## src/rtl/glue_pkg.sv

```systemverilog
`timescale 1ns/1ps
package glue_pkg;

    // one-hot target select, active high inside the block
    typedef struct packed {
        logic ram0;
        logic ram1;
        logic rom;
        logic io;
    } sel_t;

    // registered state of the stretch controller
    typedef struct packed {
        logic hold;
    } stretch_t;

endpackage

```

## src/rtl/glue_decode.sv

```systemverilog
`timescale 1ns/1ps
module glue_decode #(
    parameter int unsigned ADDR_W = 16,
    parameter logic [ADDR_W-1:0] RAM1_LIMIT = 16'hFDFF,
    parameter logic [ADDR_W-1:0] IO_BASE    = 16'hFF00,
    parameter logic [ADDR_W-1:0] IO_LIMIT   = 16'hFFBF
) (
    input  logic [ADDR_W-1:0] addr,
    output glue_pkg::sel_t    sel
);
    localparam int unsigned MSB = ADDR_W - 1;

    logic upper;
    logic in_io;

    always_comb begin
        upper    = addr[MSB];
        in_io    = (addr >= IO_BASE) && (addr <= IO_LIMIT);
        // bank 0 looks at the top bit only: shortest path
        sel.ram0 = ~upper;
        sel.ram1 = upper && (addr <= RAM1_LIMIT);
        sel.io   = in_io;
        sel.rom  = upper && (addr > RAM1_LIMIT) && !in_io;
    end
endmodule

```

## src/rtl/glue_stretch.sv

```systemverilog
`timescale 1ns/1ps
module glue_stretch (
    input  logic clk_src,
    input  logic rst_n,
    input  logic slow_sel,
    input  logic io_ready,
    output logic hold
);
    glue_pkg::stretch_t s_d, s_q;

    always_comb begin
        s_d = s_q;
        if (s_q.hold) begin
            // ready is looked at only once the stretch is running
            s_d.hold = !io_ready;
        end else begin
            s_d.hold = slow_sel;
        end
    end

    always_ff @(posedge clk_src or negedge rst_n) begin
        if (!rst_n) begin
            s_q <= '0;
        end else begin
            s_q <= s_d;
        end
    end

    assign hold = s_q.hold;
endmodule

```

## src/rtl/glue_strobe.sv

```systemverilog
`timescale 1ns/1ps
module glue_strobe (
    input  logic           clk_src,
    input  logic           hold,
    input  logic           rw,
    input  glue_pkg::sel_t sel,
    output logic           phi2,
    output logic           ram0_cs_n,
    output logic           ram1_cs_n,
    output logic           ram_oe_n,
    output logic           ram_we_n,
    output logic           rom_cs_n,
    output logic           io_cs_n
);
    logic ram_hit;

    always_comb begin
        ram_hit   = sel.ram0 | sel.ram1;
        // stretch forces the phase-2 clock high
        phi2      = clk_src | hold;
        ram0_cs_n = ~sel.ram0;
        ram1_cs_n = ~sel.ram1;
        rom_cs_n  = ~sel.rom;
        io_cs_n   = ~sel.io;
        ram_oe_n  = ~(ram_hit & rw);
        // raw clock, not phi2: the write closes at the falling edge
        ram_we_n  = ~(ram_hit & ~rw & clk_src);
    end
endmodule

```

## src/rtl/fast_ram_glue.sv

```systemverilog
`timescale 1ns/1ps
module fast_ram_glue #(
    parameter int unsigned ADDR_W = 16,
    parameter logic [ADDR_W-1:0] RAM1_LIMIT = 16'hFDFF,
    parameter logic [ADDR_W-1:0] IO_BASE    = 16'hFF00,
    parameter logic [ADDR_W-1:0] IO_LIMIT   = 16'hFFBF
) (
    input  logic              clk_src,
    input  logic              rst_n,
    input  logic [ADDR_W-1:0] addr,
    input  logic              rw,
    input  logic              io_ready,
    output logic              phi2,
    output logic              ram0_cs_n,
    output logic              ram1_cs_n,
    output logic              ram_oe_n,
    output logic              ram_we_n,
    output logic              rom_cs_n,
    output logic              io_cs_n,
    output logic              io_wait
);
    glue_pkg::sel_t sel;
    logic           hold;

    glue_decode #(
        .ADDR_W    (ADDR_W),
        .RAM1_LIMIT(RAM1_LIMIT),
        .IO_BASE   (IO_BASE),
        .IO_LIMIT  (IO_LIMIT)
    ) u_decode (
        .addr(addr),
        .sel (sel)
    );

    glue_stretch u_stretch (
        .clk_src (clk_src),
        .rst_n   (rst_n),
        .slow_sel(sel.rom | sel.io),
        .io_ready(io_ready),
        .hold    (hold)
    );

    glue_strobe u_strobe (
        .clk_src  (clk_src),
        .hold     (hold),
        .rw       (rw),
        .sel      (sel),
        .phi2     (phi2),
        .ram0_cs_n(ram0_cs_n),
        .ram1_cs_n(ram1_cs_n),
        .ram_oe_n (ram_oe_n),
        .ram_we_n (ram_we_n),
        .rom_cs_n (rom_cs_n),
        .io_cs_n  (io_cs_n)
    );

    assign io_wait = hold;
endmodule

```

## config.mk

```make
export PLATFORM = sky130hd
export DESIGN_NAME = fast_ram_glue
export DESIGN_NICKNAME = d
export VERILOG_FILES = /design/src/rtl/glue_pkg.sv /design/src/rtl/glue_decode.sv /design/src/rtl/glue_stretch.sv /design/src/rtl/glue_strobe.sv /design/src/rtl/fast_ram_glue.sv
export SDC_FILE = /design/constraint.sdc
export NUM_CORES = 1
export LEC_CHECK = 0
export BUFFER_PORTS_ARGS = -buffer_cell sky130_fd_sc_hd__buf_2
export CAP_MARGIN = 30
export CORE_AREA = 2 2 39 41
export CTS_CLUSTER_SIZE = 10
export DETAILED_ROUTE_END_ITERATION = 12
export DIE_AREA = 0 0 41 43
export PLACE_DENSITY = 0.5
export SLEW_MARGIN = 5
export SYNTH_ARGS = -nofsm -noshare
export SYNTH_HDL_FRONTEND = slang
export SYNTH_SLANG_ARGS = --single-unit
```

## constraint.sdc

```tcl
create_clock -name clk_src -period 0.9 [get_ports clk_src]
set_input_delay 0.135 -clock clk_src [delete_from_list [all_inputs] [get_ports clk_src]]
set_output_delay 0.135 -clock clk_src [all_outputs]
set_load 0.02 [all_outputs]
```

==> run summary, run 1 <==
Status: complete, but fails checks
Failing checks: negative setup slack
CTS tree: built
GR Overflow Total: 0
Post-Synth Simple-Gate Area: 0.421
Die ar.: 1760 sq um
Layout Area Growth over Synthesis: 293%
Non-filler cells, final: 62
First-pass GRT wire length: 765 um
Die height: 43 um
Pre-CTS setup slack: -271 ps
Post-synth top area cell: dfrtp_1
Post-Synth Adder-Cell Area: 0
Std-Cell Rows: 14
Final Skew: 0 ps
DRC viols: 0
Mux cell area share after synthesis: 0
Slowest cell on crit path: dfrtp_2
Clock-pin slew on the worst setup and hold paths: 30 ps
Number of global-route vias before repair: 247
Post-CTS Repair Setup Buffers: 0
Crit path max fanout: 2
Hold Crit Class: in -> reg
Core area: 1380 sq um
CP cell instances: or2_4 > buf_6
Most used routing layer: met4
Synth Area in Compound Gates: 0.274
Die W: 41 um
Grt met1 use: 0.0414
Dpl cells: 54
Yosys Warn Count: 0
Critical path type: reg -> out
Post-Synth XOR/XNOR Area: 0
Max reg flops: 1
Number of port buffers: 21
Via/cell ratio: 3.65
Ys flop type: dfrtp_1
Unrepaired setup endpoints after global routing: yes
Routed len/inst: 8.85 um
Tot GR Track Use: 0.0811
Post-Syn Area: 119 sq um
Starting Density: 0.0859
Synth top area share: 0.211
CP top delay family: flip-flops
Worst VDD drop: 0.000687 V
Max-slew violation count: 0
Total Routed Length: 549 um
Top post-synthesis cells by area: dfrtp_1 (21%), o21ai_0 (13%), nand4_2 (11%)
Sequential fraction of the synthesis area: 0.211
Gpl congestion: 0.562
Io pins: 28
Crit path launch type: flop
Post-layout min period: 1190 ps
Worst path bufs/invs: 1
Largest family of logic cells by synthesized area: simple AND/OR/NAND/NOR gates
Post-synthesis cell type count: 13
Setup TNS Final: -1010 ps
Vias post-DR: 226
Pwr dens: 2390 nW/um^2
Fin. Hold Viols: 0
Antenna-violating nets left: 0
Critical Path RT: 760 ps
Layout fillers: 153
Final WS setup: -288 ps
Max_slew headroom: 0.877
M2 GR Usage: 0.0781
M3 GR Usage: 0.0890
Cells after Synth: 15
Antenna violations before repair: 0
CP Data Arrival Time: 1050 ps
Synth Register Bits: 1
Lkg Pwr: 0.215 nW
Syn avg cell area: 7.92 sq um
# Max-Cap Violations: 0
F_max: 841 MHz
Worst setup EP type: output port
Post-synth EDFFs: 0
Mapped Nets: 35
Number of diodes: 0
Most frequent cell after synthesis: o21ai_0
Slew @ Worst Pin: 182 ps
Final net count: 67
Skew-Pair Late Insertion Delay: 320 ps
Layout cell share with drive strength beyond 1: 0.826
Final setup viols: 6
Period utilization: 1.32
Worst path max stage delay: 380 ps
1st-iter DRT viols: 0
Pin count of the biggest net entering global routing: 6
Ys async rst share: 1.00
Detailed Routing Iterations Pass 1: 1
## routing by layer
| layer | part of all wire | vias up |
|---|---|---|
| li1 | - | 118 |
| met1 | 0.35 | 96 |
| met2 | 0.58 | 12 |
| met3 | 0.069 | 0 |
| met4 | 0 | 0 |
| met5 | 0 | - |
## final timing paths
kind                                  end           start  depth (start not counted)  slack (ps)
max in group asynchronous  u_stretch.hold           rst_n                          2         680
hold reg to reg            u_stretch.hold  u_stretch.hold                          2         560
setup / recovery                     phi2  u_stretch.hold                          2        -290
min in group asynchronous  u_stretch.hold           rst_n                          2         120
hold / removal             u_stretch.hold        io_ready                          3          70
setup reg to reg           u_stretch.hold  u_stretch.hold                          2          60
## worst register-to-register path: cells and delay by family, from the launching register on
family          cells  cell delay (ps)
buf+inv             1              140
flops               1              380
compound gates      1              220
## repair_timing
item                                    CTS  global route
hold buffers                              1             0
endpoints found under the setup margin   10             7
resized for setup                        25             6
pin swaps                                 4             0
endpoints found under the hold margin     1             0
## power breakdown
group	internal, mW	leakage, nW	switching (mW)
clock network	0.696	0.0589	0.267
logic	0.0637	0.144	0.0443
registers	0.0459	0.0123	0.000253
total	0.805	0.215	0.311
## layout make-up
class	count	area, sq um	area share
timing repair buffer	23	200	0.429
multi-input combinational	12	129	0.276
clock buffer	9	87.6	0.188
sequential	1	26.3	0.0563
tap	16	20.0	0.0429
inverter	1	3.75	0.00804
## stage by stage
stage               utilization  power, mW  area [sq um]  hold slack, ps
floorplan                     -      0.265           140            -161
CTS                       0.322       1.07           445            66.3
finish                    0.337       1.12           467            72.3
global route              0.337       1.19           467            80.5
global placement          0.203      0.365           280           -89.6
detailed placement        0.203      0.366           280           -86.1
## kinds of logic after synthesis
family	Yosys count
DFF	1
AOI/OAI and AO/OA	5
and+or+nand+nor	7
buffers and inverters	2
## cells in the final DEF, fill, tap and decap left out, types with 2 or more instances in the layout
master / synthesis / layout
buf_2: 0 / 8
o21ai_1: 0 / 2
clkbuf_4: 0 / 3
clkbuf_8: 0 / 2
buf_6: 0 / 13
buf_4: 1 / 3
Power figures use the tool's default switching activity.
==> inputs of run 2 (changes only) <==
CORE_AREA = 10 10 47 49   (was 2 2 39 41)
DIE_AREA = 0 0 57 59   (was 0 0 41 43)
PLACE_DENSITY = unset   (was 0.5)
PLACE_DENSITY_LB_ADDON = 0.1   (was unset)
==> run 2 against run 1 <==
Effect of this change: the run still ends with negative setup slack left; critical path depth unchanged; final cell count unchanged; fmax down 0.54%; register-to-register slack about the same; wire length up 48%; critical path type unchanged; largest cell class unchanged; highest routed layer is now met4.
==> run summary, run 2 (synthesized netlist as in run 1, its figures left out) <==
Max-slew violation count: 0 (unchanged)
Crit path max fanout: 2 (unchanged)
Number of diodes: 0 (unchanged)
Final Skew: 0 ps (unchanged)
Final WS setup: -295 ps (-6.49 ps)
Number of port buffers: 21 (unchanged)
R2r endpoint: u_stretch.hold
Clock-pin slew on the worst setup and hold paths: 30 ps (about the same)
Gpl congestion: 0.595 (+5.8%)
CTS tree: built
# Max-Cap Violations: 0 (unchanged)
Total Routed Length: 810 um (+48%)
Worst reg2reg setup slack: 60 ps (about the same)
Critical path type: reg -> out
Layout cell share with drive strength beyond 1: 0.870 (+0.0435)
Lkg Pwr: 0.221 nW (+2.7%)
1st-iter DRT viols: 4 (+4)
Overall power: 1.18 mW (+6.0%)
Failing checks: negative setup slack
Routed len/inst: 13.1 um (+48%)
Worst Hold Depth: 3 (unchanged)
Period utilization: 1.33 (+0.00721)
Core area: 1400 sq um (+1.3%)
Detailed Routing Iterations Pass 1: 4 (+3)
Via/cell ratio: 3.98 (+9.3%)
Final setup viols: 6 (unchanged)
Psw: 0.352 mW (+13%)
Skew-Pair Late Insertion Delay: 320 ps (about the same)
Reg power frac: 0.039 (-0.002)
Post-layout min period: 1190 ps (+6.48 ps)
Worst setup EP type: output port
Antenna violations before repair: 0 (unchanged)
Max reg flops: 1 (unchanged)
Tot GR Track Use: 0.0506 (-0.0305)
Max_slew headroom: 0.881 (+0.00332)
Slowest cell on crit path: dfrtp_2
Post-CTS Repair Setup Buffers: 0 (unchanged)
Layout Area Growth over Synthesis: 307%
P_int: 0.831 mW (+3.2%)
Critical Path RT: 760 ps (about the same)
Non-filler cells, final: 62 (unchanged)
Pwr dens: 2440 nW/um^2 (+2.1%)
Switching share of power: 0.298 (+0.0188)
Worst Hold End: u_stretch.hold
Vias post-DR: 247 (+9.3%)
Commonest non-fill, non-tap cell in the layout: buf_6
Die ar.: 3360 sq um (+91%)
Most frequent cells in the layout: buf_6 (15), buf_2 (7), o21ai_2 (3), clkbuf_4 (3)
Unrepaired setup endpoints after global routing: yes
Die W: 57 um (+39%)
Post-route cell area: 484 sq um (+3.8%)
Placed cell areas: 280 sq um (unchanged)
Status: complete, but fails checks
Clock share of power: 0.864 (+0.002)
Worst VDD drop: 0.000729 V (+6.1%)
Crit path launch type: flop
Hold Crit Class: in -> reg
GR Overflow Total: 0 (unchanged)
Dpl cells: 54 (unchanged)
CP Data Arrival Time: 1060 ps (about the same)
CP cell instances: or2_4 > buf_6
Std-Cell Rows: 14 (unchanged)
Starting Density: 0.0848 (-0.00107)
RR Startpoint: u_stretch.hold
Worst path max stage delay: 390 ps (about the same)
First-pass GRT wire length: 1220 um (+60%)
Pin count of the biggest net entering global routing: 6 (unchanged)
Io pins: 28 (unchanged)
Worst Hold Launch: io_ready
Number of global-route vias before repair: 321 (+30%)
R2R depth: 2 (unchanged)
F_max: 837 MHz (-0.54%)
Antenna-violating nets left: 0 (unchanged)
Final net count: 67 (unchanged)
Slew @ Worst Pin: 178 ps (-4.94 ps)
Fin. Hold Viols: 0 (unchanged)
Combinational share of power: 0.097 (about the same)
DRC viols: 0 (unchanged)
Die height: 59 um (+37%)
[run 2: cell counts in the layout (fill, tap and decap cells not counted)]
No cell type changed its count.
[run 2: final cells by class]
type,count,area [sq um]
Fill cell,164,917
Timing Repair Buffer,23,206
Multi-Input combinational cell,12,136
Clock buffer,9,91.3
Sequential cell,1,26.3
Tap cell,16,20.0
Inverter,1,3.75
[run 2: what timing repair did]
| item | CTS | global route |
|---|---|---|
| endpoints found under the hold margin | 1 | 0 |
| hold buffers | 1 | 0 |
| setup endpoints to repair | 10 | 9 |
| resized for setup | 25 | 11 |
| pin swaps | 4 | 1 |
[run 2: stage by stage]
stage                     TNS [ps]  hold WS, ps  setup slack [ps]  utilization
after global routing         -1140         92.5              -315        0.346
after global placement        -638        -89.1              -270        0.200
after CTS                    -1090         68.6              -303        0.318
after detailed placement      -699        -85.6              -284        0.200
after floorplan              -82.2         -161             -66.0            -
final                        -1010         76.7              -295        0.346
[run 2: critical path, delay by kind of cell, from the launching register on]
| family | cells | cell delay, ps |
|---|---|---|
| buffers and inverters | 1 | 130 |
| and+or+nand+nor | 1 | 230 |
| DFF | 1 | 390 |
[run 2: worst max-delay path by stage]
stage / start / slack [ps] / depth (start not counted) / endpoint
final: u_stretch.hold / -290 / 2 / phi2
after global routing: u_stretch.hold / -310 / 2 / phi2
after CTS: u_stretch.hold / -300 / 2 / phi2
after detailed placement: addr[11] / -280 / 4 / io_cs_n
after global placement: addr[11] / -270 / 4 / io_cs_n
after floorplan: addr[11] / -70 / 2 / io_cs_n
[run 2: per-layer routing]
layer	track usage	routed length, um	vias to the layer above
met5	0	0	-
met4	0.0839	14	0
met3	0.0494	90	2
met2	0.0620	438	15
met1	0.0344	267	113
li1	-	-	117
[run 2: power groups by stage]
stage / logic [mW] / clock network (mW) / registers (mW)
after detailed placement: 0.0740 / 0.246 / 0.0467
after CTS: 0.103 / 0.940 / 0.0462
after floorplan: 0.0256 / 0.192 / 0.0476
after global placement: 0.0727 / 0.246 / 0.0467
final: 0.115 / 1.02 / 0.0462
after global routing: 0.123 / 1.09 / 0.0461
